==> src/rtl/trap_pkg.sv <==
// Package: shared encodings for the trap entry controller.
// Assumes privilege values 0/1/3 and a 2-bit route code that the core decodes.
package trap_pkg;

    typedef enum logic [1:0] {
        PATH_DBG_REDIR = 2'd0,
        PATH_DBG_ENTER = 2'd1,
        PATH_SUP       = 2'd2,
        PATH_MACH      = 2'd3
    } trap_path_e;

    localparam logic [1:0] PRIV_U = 2'd0;
    localparam logic [1:0] PRIV_S = 2'd1;
    localparam logic [1:0] PRIV_M = 2'd3;

    // exception code of a breakpoint
    localparam int unsigned BKPT_CODE = 3;

endpackage

==> src/rtl/trap_deleg.sv <==
// Delegation decision: splits the cause into interrupt flag and index,
// selects the interrupt or exception mask and decides supervisor handling.
// Assumes XLEN is a power of two.
module trap_deleg #(
    parameter int XLEN = 32
) (
    input  logic [XLEN-1:0] cause_i,
    input  logic [1:0]      priv_i,
    input  logic [XLEN-1:0] edeleg_i,
    input  logic [XLEN-1:0] ideleg_i,
    output logic            is_irq_o,
    output logic [XLEN-1:0] idx_o,
    output logic            to_sup_o
);
    import trap_pkg::*;

    localparam int IDXW = $clog2(XLEN);

    logic [XLEN-1:0] mask;
    logic            in_range;
    logic            low_priv;

    // Purpose: compute interrupt flag, index, mask and the delegation result.
    always_comb begin
        is_irq_o = cause_i[XLEN-1];
        idx_o    = {1'b0, cause_i[XLEN-2:0]};
        mask     = is_irq_o ? ideleg_i : edeleg_i;
        in_range = (idx_o[XLEN-1:IDXW] == '0);
        low_priv = (priv_i == PRIV_U) || (priv_i == PRIV_S);
        to_sup_o = low_priv && in_range && mask[idx_o[IDXW-1:0]];
    end

endmodule

==> src/rtl/trap_bkpt.sv <==
// Breakpoint classifier: detects a breakpoint cause and decides whether it
// enters debug mode under the per-privilege enables. Assumes debug mode
// not yet active; the caller gives the redirect route priority.
module trap_bkpt #(
    parameter int XLEN = 32
) (
    input  logic [XLEN-1:0] cause_i,
    input  logic [1:0]      priv_i,
    input  logic            ebrk_m_i,
    input  logic            ebrk_s_i,
    input  logic            ebrk_u_i,
    output logic            is_bkpt_o,
    output logic            enter_dbg_o
);
    import trap_pkg::*;

    logic priv_en;

    // Purpose: pick the enable for the current privilege and qualify it.
    always_comb begin
        is_bkpt_o = (cause_i == XLEN'(BKPT_CODE));
        unique case (priv_i)
            PRIV_U:  priv_en = ebrk_u_i;
            PRIV_S:  priv_en = ebrk_s_i;
            PRIV_M:  priv_en = ebrk_m_i;
            default: priv_en = 1'b0;
        endcase
        enter_dbg_o = is_bkpt_o && priv_en;
    end

endmodule

==> src/rtl/trap_target.sv <==
// Target PC selection for the four routes, including the vectored
// machine-interrupt address. Assumes idx_i already has the top bit cleared.
module trap_target #(
    parameter int              XLEN           = 32,
    parameter logic [XLEN-1:0] DBG_ENTRY_ADDR = 'h800,
    parameter logic [XLEN-1:0] DBG_EXC_ADDR   = 'h808
) (
    input  logic [1:0]      path_i,
    input  logic            is_bkpt_i,
    input  logic            is_irq_i,
    input  logic [XLEN-1:0] idx_i,
    input  logic [XLEN-1:0] mtvec_i,
    input  logic [XLEN-1:0] stvec_i,
    output logic [XLEN-1:0] pc_o
);
    import trap_pkg::*;

    logic [XLEN-1:0] mbase;
    logic [XLEN-1:0] moffs;

    // Purpose: form machine base and offset, then mux by route.
    always_comb begin
        mbase = {mtvec_i[XLEN-1:1], 1'b0};
        moffs = (mtvec_i[0] && is_irq_i) ? (idx_i << 2) : '0;
        unique case (path_i)
            PATH_DBG_REDIR: pc_o = is_bkpt_i ? DBG_ENTRY_ADDR : DBG_EXC_ADDR;
            PATH_DBG_ENTER: pc_o = DBG_ENTRY_ADDR;
            PATH_SUP:       pc_o = stvec_i;
            default:        pc_o = mbase + moffs;
        endcase
    end

endmodule

==> src/rtl/trap_entry_ctrl.sv <==
// Trap entry controller top: routes a one-cycle trap request and registers
// one update record (PC, privilege, cause/epc/tval and status stacking).
// Assumes the core applies the record in the cycle upd_o is high.
module trap_entry_ctrl #(
    parameter int              XLEN           = 32,
    parameter logic [XLEN-1:0] DBG_ENTRY_ADDR = 'h800,
    parameter logic [XLEN-1:0] DBG_EXC_ADDR   = 'h808,
    parameter int unsigned     DBG_SWBP_CODE  = 1
) (
    input  logic            clk,
    input  logic            rst_n,
    input  logic            trap_valid_i,
    input  logic [XLEN-1:0] trap_cause_i,
    input  logic [XLEN-1:0] trap_epc_i,
    input  logic [XLEN-1:0] trap_tval_i,
    input  logic [1:0]      cur_priv_i,
    input  logic            mie_i,
    input  logic            sie_i,
    input  logic            dbg_mode_i,
    input  logic            ebrk_m_i,
    input  logic            ebrk_s_i,
    input  logic            ebrk_u_i,
    input  logic [XLEN-1:0] edeleg_i,
    input  logic [XLEN-1:0] ideleg_i,
    input  logic [XLEN-1:0] mtvec_i,
    input  logic [XLEN-1:0] stvec_i,
    output logic            upd_o,
    output logic [1:0]      path_o,
    output logic [XLEN-1:0] pc_o,
    output logic [1:0]      priv_o,
    output logic [XLEN-1:0] cause_o,
    output logic [XLEN-1:0] epc_o,
    output logic [XLEN-1:0] tval_o,
    output logic            ie_o,
    output logic            pie_o,
    output logic [1:0]      pp_o
);
    import trap_pkg::*;

    localparam logic [XLEN-1:0] SWBP_CAUSE = XLEN'(DBG_SWBP_CODE);

    logic            is_irq;
    logic [XLEN-1:0] idx;
    logic            to_sup;
    logic            is_bkpt;
    logic            enter_dbg;
    trap_path_e      path_n;
    logic [XLEN-1:0] pc_n;

    trap_deleg #(.XLEN(XLEN)) u_deleg (
        .cause_i  (trap_cause_i),
        .priv_i   (cur_priv_i),
        .edeleg_i (edeleg_i),
        .ideleg_i (ideleg_i),
        .is_irq_o (is_irq),
        .idx_o    (idx),
        .to_sup_o (to_sup)
    );

    trap_bkpt #(.XLEN(XLEN)) u_bkpt (
        .cause_i     (trap_cause_i),
        .priv_i      (cur_priv_i),
        .ebrk_m_i    (ebrk_m_i),
        .ebrk_s_i    (ebrk_s_i),
        .ebrk_u_i    (ebrk_u_i),
        .is_bkpt_o   (is_bkpt),
        .enter_dbg_o (enter_dbg)
    );

    // Purpose: route priority - redirect, debug entry, supervisor, machine.
    always_comb begin
        if (dbg_mode_i)     path_n = PATH_DBG_REDIR;
        else if (enter_dbg) path_n = PATH_DBG_ENTER;
        else if (to_sup)    path_n = PATH_SUP;
        else                path_n = PATH_MACH;
    end

    trap_target #(
        .XLEN           (XLEN),
        .DBG_ENTRY_ADDR (DBG_ENTRY_ADDR),
        .DBG_EXC_ADDR   (DBG_EXC_ADDR)
    ) u_target (
        .path_i    (path_n),
        .is_bkpt_i (is_bkpt),
        .is_irq_i  (is_irq),
        .idx_i     (idx),
        .mtvec_i   (mtvec_i),
        .stvec_i   (stvec_i),
        .pc_o      (pc_n)
    );

    // Purpose: register the update record in the cycle the request is valid.
    always_ff @(posedge clk) begin
        if (!rst_n) begin
            upd_o   <= 1'b0;
            path_o  <= PATH_MACH;
            pc_o    <= '0;
            priv_o  <= PRIV_M;
            cause_o <= '0;
            epc_o   <= '0;
            tval_o  <= '0;
            ie_o    <= 1'b0;
            pie_o   <= 1'b0;
            pp_o    <= PRIV_U;
        end else begin
            upd_o <= trap_valid_i;
            if (trap_valid_i) begin
                path_o <= path_n;
                pc_o   <= pc_n;
                unique case (path_n)
                    PATH_DBG_REDIR: priv_o <= cur_priv_i;
                    PATH_DBG_ENTER: begin
                        priv_o  <= PRIV_M;
                        cause_o <= SWBP_CAUSE;
                        epc_o   <= trap_epc_i;
                        pp_o    <= cur_priv_i;
                    end
                    PATH_SUP: begin
                        priv_o  <= PRIV_S;
                        cause_o <= trap_cause_i;
                        epc_o   <= trap_epc_i;
                        tval_o  <= trap_tval_i;
                        pie_o   <= sie_i;
                        ie_o    <= 1'b0;
                        pp_o    <= cur_priv_i;
                    end
                    default: begin
                        priv_o  <= PRIV_M;
                        cause_o <= trap_cause_i;
                        epc_o   <= trap_epc_i;
                        tval_o  <= trap_tval_i;
                        pie_o   <= mie_i;
                        ie_o    <= 1'b0;
                        pp_o    <= cur_priv_i;
                    end
                endcase
            end
        end
    end


    upd_follow_chk: assert property (@(posedge clk) disable iff (!rst_n)
        trap_valid_i |=> upd_o);

    upd_idle_chk: assert property (@(posedge clk) disable iff (!rst_n)
        !trap_valid_i |=> (!upd_o && $stable(pc_o) && $stable(priv_o)));

    dbg_redirect_chk: assert property (@(posedge clk) disable iff (!rst_n)
        (trap_valid_i && dbg_mode_i) |=>
        (path_o == PATH_DBG_REDIR && priv_o == $past(cur_priv_i)));

    no_sup_from_m_chk: assert property (@(posedge clk) disable iff (!rst_n)
        (trap_valid_i && !dbg_mode_i && cur_priv_i == PRIV_M) |=> (path_o != PATH_SUP));

    mach_stack_chk: assert property (@(posedge clk) disable iff (!rst_n)
        (upd_o && path_o == PATH_MACH) |-> (priv_o == PRIV_M && !ie_o));

    sup_stack_chk: assert property (@(posedge clk) disable iff (!rst_n)
        (trap_valid_i && !dbg_mode_i && !enter_dbg && to_sup) |=>
        (priv_o == PRIV_S && !ie_o && pie_o == $past(sie_i)));

endmodule

==> config.mk <==
export PLATFORM = sky130hd
export DESIGN_NAME = trap_entry_ctrl
export DESIGN_NICKNAME = d
export VERILOG_FILES = /design/src/rtl/trap_pkg.sv /design/src/rtl/trap_deleg.sv /design/src/rtl/trap_bkpt.sv /design/src/rtl/trap_target.sv /design/src/rtl/trap_entry_ctrl.sv
export SDC_FILE = /design/constraint.sdc
export NUM_CORES = 1
export LEC_CHECK = 0
export ABC_AREA = 1
export BUFFER_PORTS_ARGS = -buffer_cell sky130_fd_sc_hd__buf_2
export CAP_MARGIN = 5
export CORE_AREA = 2 2 143 145
export CTS_CLUSTER_SIZE = 30
export DETAILED_ROUTE_END_ITERATION = 7
export DIE_AREA = 0 0 145 147
export PLACE_DENSITY = 0.84
export SYNTH_ARGS = -nofsm -noshare
export SYNTH_HDL_FRONTEND = slang
export SYNTH_SLANG_ARGS = --single-unit
==> constraint.sdc <==
create_clock -name clk -period 6 [get_ports clk]
set_input_delay 0 -clock clk [delete_from_list [all_inputs] [get_ports clk]]
set_output_delay 0 -clock clk [all_outputs]
set_load 0.05 [all_outputs]
==> run summary, run 1 <==
The flow ran to the end, and the final reports show no timing, DRC or antenna violations. Fraction of power consumed by sequential logic: 34.9%. The critical path is of the input port to flop type. The tools report the worst vdd rail ir drop as 0.184 mV.

The actual slew at the worst max-slew pin is 1.02 ns, and the arrival time at the worst endpoint is 3.93 ns. Summed over all cells, the static leakage comes to 6.42 nW. Sequential elements use 33.2% of the synthesized area. The tools report the clock root buffer master as sky130_fd_sc_hd__clkbuf_16. The post-cts hold buffer count was 127; the mean instance size in the synthesized netlist was 6.30 sq um. In this run the tightest slew margin relative to its limit is 31.6%.

The tightest min-delay check is of the input port to flop type. The wire length per cell after detailed routing was 17.3 um. For this design the total switching power over the nets is 1.00 mW. STA classifies the critical path endpoint as a flop.

The final number of setup-violating endpoints is 0. In the final timing run, aggregate negative setup slack is 0 ns. The power density of the placed cells came out at 237 nW/um^2. Highest net fanout along the worst path: 65. Counting stages on the worst path, the most repeated cell is sky130_fd_sc_hd__nand3_1.

Timing would allow up to 277 MHz. Final clock period utilization by the worst path: 60.2%. In the final layout, the share of cells above drive strength 1 is 23.7%. The worst hold path begins at stvec_i[3].

The first routing iteration left 809 violations. The minimum clock period after layout was 3.61 ns. The run gives 17 as the number of buffers added by the clock tree synthesis step.

Setup repair after global routing left no endpoint under its margin. After detailed routing, the number of vias per cell comes to 5.22. In this run the worst setup path begins at trap_cause_i[31].

Gates resized during post-CTS repair numbered 0. For the maximum clock skew at final layout, the log shows 0 ns. Clock latency on the worst-skew pair, taken at its later pin, is 0.42 ns. For the row count, the log shows 52. For this run, the leading register cell type out of synthesis is sky130_fd_sc_hd__dfxtp_1. The total of buffers placed on input and output ports works out to 370.

Hold-critical path endpoint: pc_o[3]. Clock-pin slew was measured on the worst setup and hold paths at 0.06 ns. Layout overhead on the synthesized area: 46.1%.

The number of flops mapped to enable cells by yosys was 0; the overall die height was 147 um. The number of nets with antenna violations after routing is 0, and the number of placed I/O pins is 372. The startpoint kind of the worst setup timing path was an input port.

The design draws 2.84 mW. The run gives 60.4% as the share of the core filled with cells. The logs give 41.4% for the starting density of the core and 42 for the count of cell types in the netlist. The endpoint identified for the worst register-to-register timing path is pp_o[1]. The largest net degree at the start of global routing was 70. The aggregate global-route resource usage is 32.5%. The most frequently used cell type in the post-synthesis netlist is sky130_fd_sc_hd__nand2_1.

The post-layout instance count excluding filler cells came out at 2046. TritonCTS built the clock tree. The number of warnings printed during yosys synthesis is 0. The net count of the finished layout is 2025. Ranked by total cell area, the synthesized netlist is headed by sky130_fd_sc_hd__dfxtp_1, sky130_fd_sc_hd__nand2_1, sky130_fd_sc_hd__nor2_1. For the worst setup path, the data required time is 6.32 ns. The sum of net half-perimeters after detailed placement was 25300 um; the fraction of power consumed by combinational cells was 28.0%. In this run the register-to-register setup slack is 5.27 ns.

The signal on the critical path passes through buf_2 -> inv_4 -> nand4_1 -> nor2_1 -> nand3_1 -> nor2_2 -> a21oi_4 -> nand2_2 -> buf_4 -> inv_2 -> nand3_1 -> dlygate4sd3_1 -> nand2_1 -> inv_1. The worst hold path passes through 7 cells. The count of mapped cells out of synthesis is 1303. The via count of the routed design was 10700; the switching share of power was 35.3%. For this design, the slowest cell found on the critical path is sky130_fd_sc_hd__a21oi_4. In the routed design, unresolved DRC markers number 0. The clock network accounts for 37.1% of the total power. The logs give 2 for the maximum count of clock buffers along a single path and 136 for the clock sink total.

The number of optimization iterations in the first detailed-route pass was 6. Synthesis produced a netlist with a net count of 1568. The die area is 21300 sq um, and the floorplan die width is 145 um. The total overflow left after global routing is 0. Ranked by instance count, the synthesized netlist is headed by sky130_fd_sc_hd__nand2_1, sky130_fd_sc_hd__nor2_1, sky130_fd_sc_hd__dfxtp_1, sky130_fd_sc_hd__inv_1, sky130_fd_sc_hd__nand3_1. Number of max-slew violations in the final report: 0.

For this block, the routed nets add up to 35400 um of wire. The first global-routing pass estimated 55000 um of wire. The worst register-to-register path begins at pp_o[1]. The largest total area in the synthesized netlist belongs to sky130_fd_sc_hd__dfxtp_1. The cell area that synthesis handed to floorplanning was 8210 sq um. The final weighted congestion in routability-driven placement was 0.959; the level count of the clock H-tree was 4. Max-cap violations in this run came to 0. The logs give 10400 for the via count of the first global-routing pass and 0.0352 ns for the worst-case hold slack. The length in cells of the worst reg-to-reg path was 2.

The number of failing hold endpoints at the final stage is 0. The area of the core came out at 19800 sq um. Counting flops and latches in the post-synthesis netlist gives 136. The initial antenna violation count is 5, and the worst stage delay on the critical path is 0.81 ns.

The internal power summed over all cells was 1.84 mW; the number of placed instances with taps included was 1884. Counting flops with an async set or reset pin after synthesis yields a share of 0%. The top cell type by area accounts for 33.2% of the synthesized area. After clock tree synthesis, the setup repair step added 0 buffers.
-- metal layers --
| metal | vias to the layer above | track usage, % | routed length [um] |
|---|---|---|---|
| met5 | - | 0 | 18 |
| met4 | 2 | 17.3 | 1850 |
| met3 | 130 | 7.36 | 3030 |
| met2 | 604 | 55.2 | 16700 |
| met1 | 4832 | 38.4 | 13800 |
| li1 | 5107 | - | - |
-- cells by family (layout without fill, tap and decap cells) --
group                    count (synthesis)  count (layout)  share of synthesized area [%]
AO/OA/AOI/OAI                          178             178                           12.6
XOR/XNOR                                19              19                           2.03
AND/OR/NAND/NOR                        739             739                           37.4
flip-flops                             136             136                           33.2
other                                    1               5                         0.0457
adder cells (fa/ha/maj)                 30              30                           4.67
buffers and inverters                  200             669                           10.1
-- power by group through the flow --
stage               logic, mW  clock network (mW)  registers, mW
finish                  0.796                1.05          0.991
global route            0.852                1.11          0.996
CTS                     0.780                1.07          0.988
detailed placement      0.712                   0           1.01
global placement        0.708                   0           1.01
floorplan               0.282                   0           1.21
-- critical path: cells and delay by family --
kind / cells / cell delay (ns)
buf+inv: 6 / 2.36
compound gates: 1 / 0.81
simple gates: 7 / 0.73
-- placed cells by master, fill, tap and decap left out, types with 5 or more instances in the layout --
cell type,Yosys,routed
sky130_fd_sc_hd__buf_2,14,370
sky130_fd_sc_hd__nand2_1,293,292
sky130_fd_sc_hd__nor2_1,274,272
sky130_fd_sc_hd__dfxtp_1,136,136
sky130_fd_sc_hd__inv_1,131,130
sky130_fd_sc_hd__dlygate4sd3_1,0,127
sky130_fd_sc_hd__nand3_1,121,121
sky130_fd_sc_hd__o21ai_0,85,85
sky130_fd_sc_hd__a21oi_1,37,37
sky130_fd_sc_hd__o31ai_1,32,32
sky130_fd_sc_hd__ha_1,29,29
sky130_fd_sc_hd__nand4_1,23,23
sky130_fd_sc_hd__clkbuf_16,0,17
sky130_fd_sc_hd__xor2_1,16,16
sky130_fd_sc_hd__nor3_1,10,10
sky130_fd_sc_hd__o21bai_1,7,7
sky130_fd_sc_hd__nor4_1,6,6
sky130_fd_sc_hd__a21o_1,6,6
sky130_fd_sc_hd__buf_4,8,5
-- cell type report --
class	count	area [sq um]
antenna	4	10.0
clock buffer	18	429
clock inverter	13	148
fill	1767	7860
inverter	136	513
multi-input combinational	967	4670
sequential	136	2720
tap	270	338
timing repair buffer	502	3160
-- state kept, by name (all words and copies together), names as in the netlist --
register  flops
pp_o          2
cause_o      32
tval_o       32
path_o        2
epc_o        32
pc_o         32
pie_o         1
priv_o        2
upd_o         1
-- worst max-delay path by stage --
stage,to,cells after the start
6_report,pie_o,14
5_1_grt,pie_o,14
4_1_cts,pie_o,14
3_5_place_dp,pc_o[28],20
3_3_place_gp,pc_o[16],20
2_1_floorplan,pc_o[20],22
-- stage by stage --
stage	area [sq um]	setup WS, ns
floorplan	8210	3.48
global placement	10100	2.50
detailed placement	10100	2.39
CTS	12000	2.43
global route	12000	2.15
finish	12000	2.39
(Power assumes the default switching activity.)
==> run 2: changes to the inputs <==
ABC_AREA = 0   (was 1)
CORE_AREA = 2 2 146 148   (was 2 2 143 145)
DIE_AREA = 0 0 148 150   (was 0 0 145 147)
PLACE_DENSITY = 0.78   (was 0.84)
clock period = 2.98 ns   (was 6 ns; I/O delays follow)
==> run 2 against run 1 <==
Against the previous run: global-route usage down 7.4 points; die area rose by 4.2%; hold slack got worse by 0.012 ns; highest routed layer is now met4; critical path type unchanged; clock skew stayed put; synthesized area shrank 15%; routed wire length is 18% lower; first-iteration DRC count shrank 26%; clock power rose by 120%; critical path depth is 1 higher.
==> run summary, run 2 <==
The run finished with clean final reports. The first global-routing pass estimated 43700 um of wire. The total of buffers placed on input and output ports works out to 370.

The worst setup path is captured at a flop. The floorplan step defined a core boundary enclosing 20700 sq um. The first TritonRoute pass finished after 5 iterations.

For this run, the post-layout net count is 1607. The fraction of power consumed by combinational cells was 23.8%; the highest net fanout along the worst path was 7. The initial antenna violation count came out at 1. The worst register-to-register path ends at pc_o[19].

The via count of the routed design was 8509; the clock-pin slew reported for the worst setup and hold paths after clock tree synthesis was 0.06 ns. Once placement finished, the instance area stood at 9290 sq um. The minimum clock period after layout is 2.80 ns.

372 I/O pins were placed. In this run the most critical hold path is launched from stvec_i[29]. The number of stages on the worst hold path works out to 4. The commonest non-fill, non-tap cell in the layout is sky130_fd_sc_hd__buf_2. Across every metal layer, demand over resource in global routing totals 25.1%.

STA puts the critical path data required time at 3.25 ns. For this run, design rule violations remaining after detail routing come to 0. Yosys printed 0 warnings.

The number of nets handed over by synthesis was 1105. For the worst flop-to-flop path, the logic depth is 2. In this run, the number of DRC markers left after iteration 0 of detailed routing was 596. In the layout the commonest cells are sky130_fd_sc_hd__buf_2, sky130_fd_sc_hd__nand2_1, sky130_fd_sc_hd__dfxtp_1. The count of cell types in the netlist was 60. In the post-synthesis netlist, the biggest area contributors are sky130_fd_sc_hd__dfxtp_1, sky130_fd_sc_hd__nand2_1, sky130_fd_sc_hd__a21oi_1. For this run, the slowest stage of the critical path takes 0.53 ns. For the pin with the worst max-slew slack, the measured transition is 0.815 ns.

The post-synthesis sequential element count came out at 136. Setup repair after global routing left no endpoint under its margin. Once layout is done, the placed cells without fillers occupy 11200 sq um. The final clock period utilization by the worst path was 94.0%. From synthesis to final layout, the design area changed by 60.5%.

Maximum count of clock buffers along a single path: 2. The number of max-slew violations in the final report was 0. The signal on the critical path passes through dlygate4sd3_1 -> buf_2 -> and3_1 -> ha_1 -> a21o_1 -> a21oi_1 -> a21oi_1 -> o21ai_0 -> buf_4 -> o21ai_1 -> nand2b_1 -> a21boi_0 -> o311ai_2 -> buf_4 -> a31oi_1. Timing would allow up to 357 MHz. Entering global routing, the biggest net connects 46 pins. The commonest cells after synthesis are sky130_fd_sc_hd__nand2_1, sky130_fd_sc_hd__dfxtp_1, sky130_fd_sc_hd__a21oi_1, sky130_fd_sc_hd__o21ai_0, sky130_fd_sc_hd__clkbuf_1. TritonCTS built the clock tree. After global routing the overflow that remains totals 0. Counting the buffers created by CTS gives 17. The max capacitance violation total was 0.

Final wirelength: 29100 um. The top cell type by area accounts for 38.9% of the synthesized area. The fraction of the yosys area taken by sequential cells was 38.9%; the internal reg-to-reg setup slack was 2.19 ns.

Detailed placement ended at an HPWL of 20800 um. For the via count of the first global-routing pass, the log shows 8371. Measured against its own limit, the worst slew margin works out to 45.6%. Of all cell types, the one taking the most synthesized area is sky130_fd_sc_hd__dfxtp_1.

Sequential cells burn 34.6% of the power. Once detail routing completed, the nets flagged for antenna violations numbered 0. The cell class contributing the biggest share of worst-path delay was compound AO/OA/AOI/OAI gates. OpenSTA, run right after detailed placement, puts the worst setup slack at 0.0123 ns. The clock root buffer master is sky130_fd_sc_hd__clkbuf_16.

On the final layout, the worst clock skew is 0 ns. The tools report the final weighted congestion in routability-driven placement as 0.936. The tools report the hold-critical path endpoint as pc_o[29]. The wire length per cell after detailed routing came out at 17.9 um. The overall die height was 150 um. The startpoint kind of the worst setup timing path is an input port. The post-route netlist has 34.2% of its cells at a drive strength greater than 1. The startpoint identified for the worst register-to-register timing path is pc_o[19]. The most frequently used cell type in the post-synthesis netlist is sky130_fd_sc_hd__nand2_1.

Internal power summed over all cells: 3.89 mW. The number of failing hold endpoints at the final stage was 0; the mean instance size in the synthesized netlist was 8.34 sq um. The detailed-route vias per instance was 5.22. The async set-or-reset flop fraction in the synthesized netlist is 0%, and the switching share of power is 31.3%. In this run the power density over the cells is 503 nW/um^2.

Floorplan die width: 148 um. Among all flip-flop cells after synthesis, the most frequent one is sky130_fd_sc_hd__dfxtp_1. Of the total power, the clock network draws 41.6%.

In this run the power spent charging and discharging nets is 1.77 mW. The run gives 4 as the level count of the clock H-tree. Setup violations remaining at the end of the flow were counted as 0. Data arrives at the worst endpoint at 3.07 ns. The tools report the worst vdd rail ir drop as 0.335 mV. The critical path contains buffers and inverters numbering 4 combined. The run gives 7000 sq um as the area of the mapped netlist. For this design, the sink count on the clock tree is 136.

The classification of the worst setup path was input port to flop. Worst setup slack after layout: 0.179 ns. Synthesis produced a netlist whose cell count is 840. The leakage power summed over all cells came out at 5.42 nW.

Yosys mapped a number of flops with a built-in enable equal to 0. The setup TNS after final layout was 0 ns; the starting density of the core was 33.8%. The row count came out at 53. The clock latency at the later pin of the worst-skew pair is 0.41 ns, and the die area is 22200 sq um. The cell with the biggest individual delay on the critical path was sky130_fd_sc_hd__dlygate4sd3_1.

The worst hold path belongs to the class input port to flop.
run 2: changes by cell type after synthesis, sizes merged, moves of 34 or more:
| cell | previous run | this run |
|---|---|---|
| inv | 135 | 9 |
| nand3 | 123 | 16 |
| nand2 | 293 | 162 |
| a21oi | 38 | 102 |
| nor2 | 276 | 38 |
| a22o | 0 | 34 |
run 2: stage by stage:
step                      power, mW  hold WS (ns)  util (%)  cells
after global placement         3.17         0.218      44.9   1470
after detailed placement       3.19         0.234      44.9   1470
after floorplan                2.75         0.126         -    840
final                          5.66        0.0232      54.3   1631
after global routing           5.88        0.0286      54.3   1631
after CTS                      5.68       0.00871      54.2   1629
run 2: kinds of logic after synthesis:
logic type                 share of synthesized area, %
and+or+nand+nor                                    18.8
AOI/OAI and AO/OA                                  24.0
DFF                                                38.9
buffers and inverters                              3.68
adders and majority gates                          5.47
muxes                                              6.09
xor gates and xnor gates                           3.00
other                                            0.0535
run 2: cell type report:
class / count / area [sq um]
inverter: 9 / 33.8
fill: 1824 / 9450
sequential: 136 / 2720
tap: 275 / 344
clock inverter: 14 / 210
antenna: 1 / 2.50
clock buffer: 18 / 439
multi-input combinational: 643 / 4070
timing repair buffer: 535 / 3420
run 2: repair_timing:
action	4_1_cts	5_1_grt
hold buffers	127	0
buffers inserted	0	0
endpoints found under the hold margin	127	0
endpoints found under the setup margin	0	20
gates resized for setup	0	4
run 2: power by group through the flow:
stage                     clock (mW)  combinational (mW)  sequential (mW)
after floorplan                    0               0.435             2.32
after global placement             0                1.18             1.99
after detailed placement           0                1.19             2.00
after CTS                       2.40                1.33             1.96
after global routing            2.47                1.44             1.97
final                           2.35                1.34             1.96
run 2: metal layers:
layer / routed length [um] / GRT usage [%]
met1: 11400 / 28.3
met4: 1090 / 11.5
met2: 14600 / 45.1
met5: 0 / 0
met3: 2040 / 5.58
run 2: worst max-delay path by stage:
stage | from | end | slack [ns] | cells past startpoint
after floorplan | trap_cause_i[31] | pc_o[27] | 0.01 | 14
after global placement | trap_cause_i[31] | pc_o[5] | 0.12 | 10
after detailed placement | trap_cause_i[31] | pc_o[25] | 0.01 | 14
after CTS | trap_cause_i[8] | pc_o[25] | 0.08 | 15
after global routing | trap_cause_i[6] | pc_o[25] | 0.02 | 15
final | trap_cause_i[3] | pc_o[25] | 0.18 | 15
run 2: worst min-delay path: stages:
cell                      delay (ns)
sky130_fd_sc_hd__buf_2          0.09
sky130_fd_sc_hd__and3_1         0.15
sky130_fd_sc_hd__a21oi_1        0.05
sky130_fd_sc_hd__o32ai_1        0.10
==> run 3: changes to the inputs <==
ABC_CLOCK_PERIOD_IN_PS = 2800   (was unset)
CAP_MARGIN = 20   (was 5)
CORE_AREA = 2 2 147 149   (was 2 2 146 148)
DIE_AREA = 0 0 149 151   (was 0 0 148 150)
PLACE_DENSITY = 0.75   (was 0.78)
clock period = 2.8 ns   (was 2.98 ns; I/O delays follow)
==> run 3 against run 2 <==
Against the previous run: critical path type unchanged; non-clock buffer count is 23 higher; final area is 0.98% higher; register-to-register slack worse by 0.16 ns; combinational power is 9% higher; critical endpoint is now pc_o[19].
==> run summary, run 3 (synthesized netlist as in run 2, its figures left out) <==
The flow ran to the end, and the final reports show no timing, DRC or antenna violations. Final weighted congestion in routability-driven placement: 0.917. For the internal reg-to-reg setup slack, the log shows 2.03 ns. The number of placed I/O pins is 372, and the worst stage delay on the critical path is 0.54 ns.

Clock-pin slew was measured on the worst setup and hold paths at 0.07 ns. Number of buffers inserted by post-CTS setup repair: 0. Across the VDD grid, the largest voltage drop is 0.340 mV.

From bottom edge to top edge, the die measures 151 um. The total of buffers placed on input and output ports is 370, and the length in cells of the worst reg-to-reg path is 2. For this run the aggregate overflow at the end of global routing stands at 0. The number of placed instances, taps included, is 1490. For this run, the post-layout net count is 1630. Dividing the detail-routed via count by the number of cells gives 5.13. Count of buffering cells on the critical path with inverters included: 3.

By startpoint and endpoint, the worst setup path is classified as input port to flop. For the sum of net half-perimeters after detailed placement, the log shows 20900 um. The type of the tightest min-delay check is input port to flop. The upper clock frequency limit was 371 MHz; the number of max-slew violations in the final report was 0.

In the final routed layout, each cell accounts on average for 17.4 um. The count of cells in the finished layout, fillers not included, comes to 1655. In this run the cell area measured after placement is 9450 sq um. The worst setup path is launched from an input port. Dividing total power by cell area gives a power density of 503 nW/um^2. The fraction of layout cells with a size suffix above 1 came out at 35.3%. Leaving out fill and tap cells, the most frequent cell in the layout is sky130_fd_sc_hd__buf_2. The logs give 0 for the initial antenna violation count and 0 for the number of nets with antenna violations after routing. For the pin with the worst max-slew slack, the measured transition is 0.702 ns.

The startpoint of the lowest-slack hold path was trap_cause_i[2]. Relative to the synthesized area, the layout overhead comes to 62.1%. The number of failing hold endpoints at the final stage is 0, and the aggregate global-route resource usage is 24.6%. The via count of the first global-routing pass is 8266, and the minimum clock period after layout is 2.70 ns.

For the final database, setup skew stands at 0 ns. The first routing iteration left 563 violations. For this configuration, the core starts out at a cell density of 33.6%. In this run the worst path has a maximum fanout of 4. Among all stages on the critical path, the largest delay is contributed by sky130_fd_sc_hd__dlygate4sd3_1. Max-cap violations in this run came to 0. CTS saw 136 sinks. In this run the deepest clock path goes through 2 buffers.

The number of buffers added by the clock tree synthesis step is 17. The worst hold path was traced through 3 stages. The worst setup path is captured at a flop.

The worst path uses 96.3% of the clock period. For the arrival time at the worst endpoint, the log shows 3.01 ns. The final number of setup-violating endpoints was 0. Leaving out fill and tap cells, the most frequent cells in the layout are sky130_fd_sc_hd__buf_2, sky130_fd_sc_hd__nand2_1, sky130_fd_sc_hd__dfxtp_1. Global routing consumed, on the met2 layer, 42.4% of the routing resources. The post-route cell area was 11400 sq um. For this run, design rule violations remaining after detail routing come to 0. The tools report the area of the core as 20800 sq um. The highest-utilization routing layer at the global route stage is met2. Walking the worst path, the cells encountered are dlygate4sd3_1 -> buf_2 -> and3_1 -> ha_1 -> a21oi_1 -> o21ai_1 -> or3_1 -> o21ai_2 -> buf_4 -> o21bai_1 -> a311o_1 -> a21oi_2 -> xnor2_1 -> a21o_1. After routing, the total negative slack on setup checks comes to 0 ns. The tools report the launch point of the worst reg-to-reg path as pc_o[14].

The run gives 3.11 ns as the endpoint required time on the critical path. The logs give 28900 um for the final wirelength and 22500 sq um for the die area. The first detailed-routing pass ran for 5 iterations. CTS built an H-tree with a depth of 4. The analysis attributes to cell leakage a power of 5.50 nW. The tools report the end of the worst register-to-register path as pc_o[14].

After floorplanning, the core was divided into 53 placement rows. The tools report the clock latency at the later pin of the worst-skew pair as 0.42 ns. The die is 149 um wide. Setup repair after global routing could not meet its margin everywhere. The first global-routing pass estimated 43300 um of wire. Broken down by cell family, the worst path's largest delay share belongs to compound AO/OA/AOI/OAI gates. Entering global routing, the biggest net connects 45 pins. In the global route stage, met1 resource usage came out at 28.9%. The worst pin sits at a relative slew slack of 53.2%. For this run, global-route usage on met3 was measured as 5.63%. The path with the worst hold slack has its endpoint at cause_o[2]. Final hold analysis gives a worst-case slack of 0.0192 ns.

For the via count of the routed design, the log shows 8495. Overall power consumption after layout is estimated at 5.71 mW. TritonCTS built the clock tree. The root buffer cell chosen for the clock tree is sky130_fd_sc_hd__clkbuf_16.
run 3: changes by cell type in the layout (fill, tap and decap cells not counted), sizes merged:
cell / delta
bufinv: -4
dlygate4sd3: +2
inv: +3
clkinvlp: +2
diode: +1
clkbuf: -1
buf: +21
run 3: how the worst max path moves through the flow:
| stage | slack [ns] | cells after the start | to | startpoint |
|---|---|---|---|---|
| 2_1_floorplan | 0.02 | 14 | pc_o[27] | trap_cause_i[31] |
| 3_3_place_gp | -0.003 | 11 | pc_o[31] | trap_cause_i[31] |
| 3_5_place_dp | -0.11 | 10 | pc_o[14] | trap_cause_i[31] |
| 4_1_cts | 0.02 | 14 | pc_o[27] | trap_cause_i[8] |
| 5_1_grt | -0.03 | 14 | pc_o[19] | trap_cause_i[8] |
| 6_report | 0.10 | 14 | pc_o[19] | trap_cause_i[8] |
run 3: layer usage:
layer,up-vias,wire (um)
met5,-,0
met4,0,1180
met3,82,2050
met2,433,14100
met1,3888,11500
li1,4092,-
run 3: layout make-up:
type / instances / area (sq um)
well taps: 275 / 344
inverters: 9 / 33.8
flip-flops and latches: 136 / 2720
clock inverters: 15 / 130
multi-input cells: 643 / 4070
diodes: 2 / 5.00
repair buffers: 558 / 3620
fillers: 1874 / 9470
clock buffers: 17 / 425
run 3: repair_timing:
item | CTS | global route
endpoints found under the hold margin | 127 | 0
gates resized for setup | 0 | 9
hold buffers | 129 | 0
endpoints found under the setup margin | 0 | 8
run 3: report_power, final:
part,switching [mW],total [mW],leakage (nW),internal [mW]
Sequential,0.0491,2.08,1.11,2.03
Combinational,0.877,1.46,4.12,0.581
Clock,0.996,2.16,0.264,1.17
run 3: worst register-to-register path: stages, from the launching register on:
cell and delay (ns):
sky130_fd_sc_hd__dfxtp_1 0.32, sky130_fd_sc_hd__a22oi_1 0.18, sky130_fd_sc_hd__o21ai_0 0.14
run 3: per-stage QoR:
step	util, %	setup WS, ns
after CTS	54.3	0.0192
final	54.5	0.103
after floorplan	-	0.0242
after detailed placement	45.4	-0.108
after global placement	45.4	-0.00271
after global routing	54.5	-0.0316
